### src/rtl/int_alu_pkg.sv
package int_alu_pkg;

  typedef enum logic [3:0] {
    OP_AND = 4'b0000,
    OP_OR  = 4'b0001,
    OP_ADD = 4'b0010,
    OP_SUB = 4'b0110,
    OP_SLT = 4'b0111,
    OP_NOR = 4'b1100
  } alu_op_e;

  localparam logic [1:0] SEL_AND  = 2'd0;
  localparam logic [1:0] SEL_OR   = 2'd1;
  localparam logic [1:0] SEL_SUM  = 2'd2;
  localparam logic [1:0] SEL_LESS = 2'd3;

  // strobes from the control decode to the datapath
  typedef struct packed {
    logic       aInvert;
    logic       bNegate;
    logic [1:0] outSel;
    logic       arith;
    logic       legal;
  } alu_ctrl_t;

endpackage

### src/rtl/int_alu_ctrl.sv
module int_alu_ctrl
  import int_alu_pkg::*;
(
  input  logic [3:0] opSel,
  output alu_ctrl_t  ctrl
);

  always_comb begin
    ctrl.aInvert = opSel[3];
    ctrl.bNegate = opSel[2];
    ctrl.outSel  = opSel[1:0];
    ctrl.arith   = 1'b0;
    ctrl.legal   = 1'b0;
    case (opSel)
      OP_AND, OP_OR, OP_NOR: ctrl.legal = 1'b1;
      OP_ADD, OP_SUB, OP_SLT: begin
        ctrl.legal = 1'b1;
        ctrl.arith = 1'b1;
      end
      default: begin
        ctrl.legal = 1'b0;
        ctrl.arith = 1'b0;
      end
    endcase
  end

endmodule

### src/rtl/int_alu_bitslice.sv
module int_alu_bitslice
  import int_alu_pkg::*;
(
  input  logic       aBit,
  input  logic       bBit,
  input  logic       carryIn,
  input  logic       aInvert,
  input  logic       bNegate,
  input  logic [1:0] outSel,
  input  logic       lessIn,
  output logic       resBit,
  output logic       carryOutBit
);

  logic aEff;
  logic bEff;
  logic sumBit;

  assign aEff        = aBit ^ aInvert;
  assign bEff        = bBit ^ bNegate;
  assign sumBit      = aEff ^ bEff ^ carryIn;
  assign carryOutBit = (aEff & bEff) | (aEff & carryIn) | (bEff & carryIn);

  always_comb begin
    case (outSel)
      SEL_AND: resBit = aEff & bEff;
      SEL_OR:  resBit = aEff | bEff;
      SEL_SUM: resBit = sumBit;
      default: resBit = lessIn;
    endcase
  end

endmodule

### src/rtl/int_alu_datapath.sv
module int_alu_datapath
  import int_alu_pkg::*;
#(
  parameter int WIDTH = 32
) (
  input  logic [WIDTH-1:0] opA,
  input  logic [WIDTH-1:0] opB,
  input  alu_ctrl_t        ctrl,
  output logic [WIDTH-1:0] result,
  output logic             zeroFlag,
  output logic             ovfFlag,
  output logic             carryOut
);

  localparam int MSB = WIDTH - 1;

  logic [WIDTH:0]   carry;
  logic [WIDTH-1:0] sliceRes;
  logic [WIDTH-1:0] lessVec;
  logic             rawOvf;
  logic             msbSum;
  logic             setBit;

  assign carry[0] = ctrl.bNegate;

  generate
    for (genvar i = 0; i < WIDTH; i++) begin : g_slice
      int_alu_bitslice u_slice (
        .aBit        (opA[i]),
        .bBit        (opB[i]),
        .carryIn     (carry[i]),
        .aInvert     (ctrl.aInvert),
        .bNegate     (ctrl.bNegate),
        .outSel      (ctrl.outSel),
        .lessIn      (lessVec[i]),
        .resBit      (sliceRes[i]),
        .carryOutBit (carry[i+1])
      );
    end
  endgenerate

  assign rawOvf = carry[MSB] ^ carry[WIDTH];
  assign msbSum = (opA[MSB] ^ ctrl.aInvert) ^ (opB[MSB] ^ ctrl.bNegate) ^ carry[MSB];
  assign setBit = msbSum ^ rawOvf;

  always_comb begin
    lessVec    = '0;
    lessVec[0] = setBit;
  end

  assign result   = ctrl.legal ? sliceRes : '0;
  assign zeroFlag = ctrl.legal & ~(|sliceRes);
  assign ovfFlag  = ctrl.arith & rawOvf;
  assign carryOut = ctrl.arith & carry[WIDTH];

endmodule

### src/rtl/int_alu.sv
module int_alu
  import int_alu_pkg::*;
#(
  parameter int WIDTH = 32
) (
  input  logic [WIDTH-1:0] opA,
  input  logic [WIDTH-1:0] opB,
  input  logic [3:0]       opSel,
  output logic [WIDTH-1:0] result,
  output logic             zeroFlag,
  output logic             ovfFlag,
  output logic             carryOut
);

  alu_ctrl_t ctrl;

  int_alu_ctrl u_ctrl (
    .opSel (opSel),
    .ctrl  (ctrl)
  );

  int_alu_datapath #(.WIDTH(WIDTH)) u_dp (
    .opA      (opA),
    .opB      (opB),
    .ctrl     (ctrl),
    .result   (result),
    .zeroFlag (zeroFlag),
    .ovfFlag  (ovfFlag),
    .carryOut (carryOut)
  );

endmodule

### config.mk
export PLATFORM = sky130hd
export DESIGN_NAME = int_alu
export DESIGN_NICKNAME = d
export VERILOG_FILES = /design/src/rtl/int_alu_pkg.sv /design/src/rtl/int_alu_ctrl.sv /design/src/rtl/int_alu_bitslice.sv /design/src/rtl/int_alu_datapath.sv /design/src/rtl/int_alu.sv
export SDC_FILE = /design/constraint.sdc
export NUM_CORES = 1
export LEC_CHECK = 0
export BUFFER_PORTS_ARGS = -buffer_cell sky130_fd_sc_hd__clkbuf_2
export CAP_MARGIN = 20
export CORE_MARGIN = 2
export CORE_UTILIZATION = 55
export DETAILED_ROUTE_END_ITERATION = 8
export PLACE_DENSITY = 0.89
export SYNTH_ARGS = -nofsm -noshare
export SYNTH_HDL_FRONTEND = slang
export SYNTH_SLANG_ARGS = --single-unit
### constraint.sdc
create_clock -name vclk -period 66
set_input_delay 13.2 -clock vclk [all_inputs]
set_output_delay 13.2 -clock vclk [all_outputs]
set_load 0.02 [all_outputs]
=== Yosys cells after proc, flatten, opt, wreduce, memory -nomap -nowiden ===
Index checks and enable logic that the tools add are counted.

* Reduce and logical (&&, ||, !) cells: 5
* Mux-type cells: 35
* Equal/unequal tests: 7
* Bitwise logic cells: 326

{| class="wikitable"
|+ Operators by type and width
! operator !! number
|-
| $xor 1x1->1 || 130
|-
| $and 1x1->1 || 99
|-
| $or 1x1->1 || 96
|-
| $pmux 1 s3 || 32
|-
| $mux 32 || 1
|-
| $reduce_or 32->1 || 1
|-
| $eq 4x3->1 const B || 2
|-
| $reduce_or 6->1 || 1
|-
| $eq 4x1->1 const B || 1
|-
| $eq 4x2->1 const B || 1
|-
| $eq 4x4->1 const B || 1
|-
| $logic_not 4->1 || 1
|-
| $reduce_or 3->1 || 1
|-
| $eq 2x1->1 const B || 1
|-
| $eq 2x2->1 const B || 1
|-
| $logic_not 2->1 || 1
|-
| $mux 1 || 2
|-
| $not 1->1 || 1
|}

* Output and inout port bits: 35
* Input bits: 68
* Logic and storage cells: 373
* Flip-flop bits (word level): 0

=== Longest topological paths before layout ===
* Depth after elaboration: 103
* Depth in mapped cells: 41
* Gate-level depth less buffers: 39

=== Cells and area by module ===
Synthesis repeated with hierarchy kept, for this count alone.

* Cell total of the unflattened synthesis: 353
* Area total of the unflattened synthesis: 3524.6 um^2

{| class="wikitable"
|+ Modules (own cells, without submodules)
! module !! instances !! cells each !! seq. area each (um^2) !! area an instance (um^2)
|-
| int_alu_bitslice || 32 || 9 || 0.0 || 96.3
|-
| int_alu_datapath || 1 || 55 || 0.0 || 359.1
|-
| int_alu_ctrl || 1 || 10 || 0.0 || 82.6
|}

=== Least setup slack after synthesis ===
No wires, ideal clock.

* Kind: input-to-output
* Start point: input port opSel[3]
* End point: output port zeroFlag
* Required time: 52800 ps
* Arrival: 26374 ps
* Slack: 26426 ps
* Stages: 39
* Buffers on the path: 2
* Path through: clkbuf_1 buf_2 xnor2_1 inv_1 fa_1 fa_1 inv_1 fa_1 fa_1 fa_1 fa_1 fa_1 fa_1 fa_1 fa_1 fa_1 fa_1 fa_1 (+3 left out) fa_1 fa_1 fa_1 fa_1 fa_1 fa_1 fa_1 fa_1 fa_1 fa_1 fa_1 fa_1 fa_1 fa_1 fa_1 mux4_2 nor4_1 and3_1

* Word-level cells in the longest chain between the ends: 103
* Elaborated cells between the ends (all ways): 332
* Classes of those cells: 5 x eq/ne; 33 x mux; 291 x bitwise; 3 x reduce/logical

{| class="wikitable"
|+ Ends and longest elaborated chain
! what !! line !! RTL
|-
| start: declaration || int_alu.sv:8 || <nowiki>input logic [3:0] opSel,</nowiki>
|-
| $xor 1x1->1 || int_alu_bitslice.sv:19 || <nowiki>assign aEff = aBit ^ aInvert;</nowiki>
|-
| $and 1x1->1, on equally long branches || int_alu_bitslice.sv:22, int_alu_bitslice.sv:26 ||
|-
| $or 1x1->1 (2 in a row) || int_alu_bitslice.sv:22 || <nowiki>assign carryOutBit = (aEff & bEff) | (aEff & carryIn) | (bEff & carryIn);</nowiki>
|-
| $and 1x1->1 || int_alu_bitslice.sv:22 ||
|-
| $or 1x1->1 (2 in a row) || int_alu_bitslice.sv:22 ||
|-
| $and 1x1->1 || int_alu_bitslice.sv:22 ||
|-
| $or 1x1->1 (2 in a row) || int_alu_bitslice.sv:22 ||
|-
| $and 1x1->1 || int_alu_bitslice.sv:22 ||
|-
| (+83 left out) || - ||
|-
| $and 1x1->1 || int_alu_bitslice.sv:22 ||
|-
| $or 1x1->1 (2 in a row) || int_alu_bitslice.sv:22 ||
|-
| $xor 1x1->1 || int_alu_datapath.sv:42 || <nowiki>assign rawOvf = carry[MSB] ^ carry[WIDTH];</nowiki>
|-
| $xor 1x1->1 || int_alu_datapath.sv:44 || <nowiki>assign setBit = msbSum ^ rawOvf;</nowiki>
|-
| $pmux 1 s3 || int_alu_bitslice.sv:25 || <nowiki>case (outSel)</nowiki>
|-
| $reduce_or 32->1 || int_alu_datapath.sv:52 || <nowiki>assign zeroFlag = ctrl.legal & ~(|sliceRes);</nowiki>
|-
| $not 1->1 || int_alu_datapath.sv:52 ||
|-
| $and 1x1->1 (*) || int_alu_datapath.sv:52 ||
|-
| end: declaration || int_alu.sv:10 || <nowiki>output logic zeroFlag,</nowiki>
|}

Every way passes the cells marked *; elsewhere a longest branch is shown, timed or not.

=== Worst setup path in the final report ===
Ends and elaborated chain as after synthesis.

==> impl_metrics.yaml <==
logic_synthesis:
  synthesis.area_mm2: 0.00328
  ys_seq_area_share_pct: 0
  synth_fp_nets: 571
  yosysTopAreaCellShare_pct: 24.4
  yosysTopAreaCell: "ha_1"
  avgSynthCellArea_um2: 8.05
  ys_warn_count: 0
  yosysUniqueCellTypes: 30
  synth_area_leaders: "ha_1 24%, fa_1 20%, xor2_1 16%"
  syn_inst: 407
sta:
  relSlewSlack_pct: 30.0
  hold_ws_ps: 27190
  tightestPinTransition_ps: 1050
  maxSlewViolCount: 0
  fin_tns_setup_ps: 0
  hold_viol: 0
  timing.fmax_mhz: 24.6
  rsz0062_at_grt: "false"
  fin_crit_sh_pct: 61.5
  setup_viol: 0
  finalCriticalPeriod_ps: 40590
critical_path:
  critPathSlowestCell: "mux4_2"
  crit_path_end_kind: "output port"
  slowest_delay_ps: 490
  worst_setup_path_start_kind: "input port"
  cpMostUsedCell: "fa_1"
  crit_type: "input port to output port"
  worstPathArrival_ps: 27390
  crit_fanout: 35
  crit_required_ps: 52800
clocking:
  postCtsHoldBufs: 0
  cts_resized: 0
  cts_setup_buffers: 0
floorplan:
  dieWidth_um: 81.2
  core-area_mm2: 0.00585
  io_pins: 103
  num_rows: 28
  start_util_pct: 56.0
  die_area_mm2: 0.00659
  die_h_um: 81.2
placement:
  port-buffer-count: 103
  place.gp.congestion: 0.843
  dp.cells: 563
  dp_hpwl_mm: 6.61
cells_and_area:
  layout-drive-gt1-share_pct: 22.3
  nFlopsAndLatches: 0
  layout-area-overhead-vs-synth_pct: 15.6
  seq_area_um2: 0
  n_fill_cell: 479
  num_antenna_cells: 0
  nNetsFinal: 655
  n_clock_buffer: 0
  instances_no_fill: 564
global_routing:
  use_met3_pct: 0.889
  grt_pass1_wl_mm: 13.4
  met2_usage_pct: 48.2
  grt.busiest_layer: "met2"
  grt_max_degree: 62
  antenna_found_initial: 0
  grt_pass1_vias: 2980
  grt_overflow: 0
  grt_use_total_pct: 25.5
  use_met1_pct: 32.1
pwr:
  p_leak_nw: 2.10
  peakVddDrop_v: 0.00000552
  total_power_mw: 0.0387
  power_density_mw_per_mm2: 10.2
drt:
  viasPerCell: 5.26
  dr.pass1.iters: 4
  drt_wl_total_mm: 8.10
  routedWlPerCell_um: 14.4
  ant_nets: 0
  drc: 0
  num_vias: 2967
  drtIter0Drc: 218
hold_path:
  min_path_cells: 7
  worst_hold_path_type: "input port to output port"
outcome:
  status: "completed"
run:
  max_cap_violations: 0
metal layers:
layer | share of wire, % | vias to the layer above | wire, um
li1 | - | 1422 | -
met3 | 6.5 | 18 | 528
met4 | 2.3 | 0 | 183
met2 | 51 | 132 | 4150
met1 | 40 | 1395 | 3230
met5 | 0 | - | 0
Yosys cell counts:
| library cell | number |
|---|---|
| buf_4 | 3 |
| buf_1 | 3 |
| xnor2_1 | 5 |
| buf_2 | 15 |
| mux4_2 | 1 |
| nor3_1 | 1 |
| buf_6 | 2 |
| o21ai_1 | 8 |
| fa_1 | 32 |
| nor2b_1 | 15 |
| a21oi_1 | 11 |
| nand2_1 | 19 |
| inv_1 | 67 |
| nand3_1 | 1 |
| nor4_1 | 3 |
| and3_1 | 1 |
| a21o_1 | 1 |
| xor2_1 | 61 |
| o22a_1 | 21 |
| nand4_1 | 5 |
| and2_0 | 1 |
| ha_1 | 64 |
| o21ai_0 | 11 |
| o22ai_1 | 2 |
| and2_1 | 5 |
| nor2_1 | 35 |
| o32ai_1 | 6 |
| clkbuf_1 | 2 |
| nand2b_1 | 5 |
| a211oi_1 | 1 |
worst paths after layout:
| check | startpoint | to |
|---|---|---|
| setup / recovery | opSel[3] | zeroFlag |
| hold / removal | opB[23] | result[23] |
critical path, delay by kind of cell:
| kind | cells | cell delay, ps |
|---|---|---|
| xor+xnor | 1 | 210 |
| fa+ha+maj | 31 | 11940 |
| mux | 1 | 490 |
| buf+inv | 4 | 770 |
| compound gates | 1 | 250 |
| simple gates | 2 | 490 |
report_power, final:
part	internal (mW)	switching, mW
clock network	0	0
logic	0.0155	0.0232
registers	0	0
per-stage QoR:
stage,setup slack (ps),area [um2],util (%)
2_1_floorplan,26430,3280,-
3_3_place_gp,25780,3770,64.5
3_5_place_dp,25500,3770,64.5
4_1_cts,25470,3770,64.5
5_1_grt,24910,3790,64.8
6_report,25410,3790,64.8
layout make-up:
class,count,area [um2],area share (%)
inverters,67,251,6.64
well taps,75,93.8,2.48
repair buffers,107,553,14.6
multi-input cells,315,2890,76.3
cells in the final DEF (no fill, tap or decap):
| cell type | synthesis | layout |
|---|---|---|
| xnor2_1 | 5 | 5 |
| o21ai_1 | 8 | 8 |
| nand2b_1 | 5 | 5 |
| a21o_1 | 1 | 1 |
| o22ai_1 | 2 | 2 |
| a21oi_2 | 0 | 1 |
| inv_1 | 67 | 67 |
| a211oi_1 | 1 | 1 |
| and3_1 | 1 | 1 |
| nor4_1 | 3 | 3 |
| xor2_1 | 61 | 61 |
| buf_8 | 0 | 1 |
| o22a_1 | 21 | 21 |
| o21ai_0 | 11 | 11 |
| nor2b_1 | 15 | 15 |
| buf_4 | 3 | 3 |
| nand4_1 | 5 | 5 |
| clkbuf_2 | 0 | 103 |
| mux4_2 | 1 | 1 |
| nand3_1 | 1 | 1 |
| ha_1 | 64 | 64 |
| and2_0 | 1 | 1 |
| nor3_1 | 1 | 1 |
| a21oi_1 | 11 | 10 |
| nand2_1 | 19 | 19 |
| nor2_1 | 35 | 35 |
| o32ai_1 | 6 | 6 |
| fa_1 | 32 | 32 |
| and2_1 | 5 | 5 |
logic make-up after synthesis:
family,Yosys count,synth area share (%)
AND/OR/NAND/NOR,91,13.2
buffers and inverters,92,11.9
multiplexers,1,0.687
XOR/XNOR,66,17.6
AO/OA/AOI/OAI,61,12.6
adder cells (fa/ha/maj),96,44.0
Power figures use the tool's default switching activity.
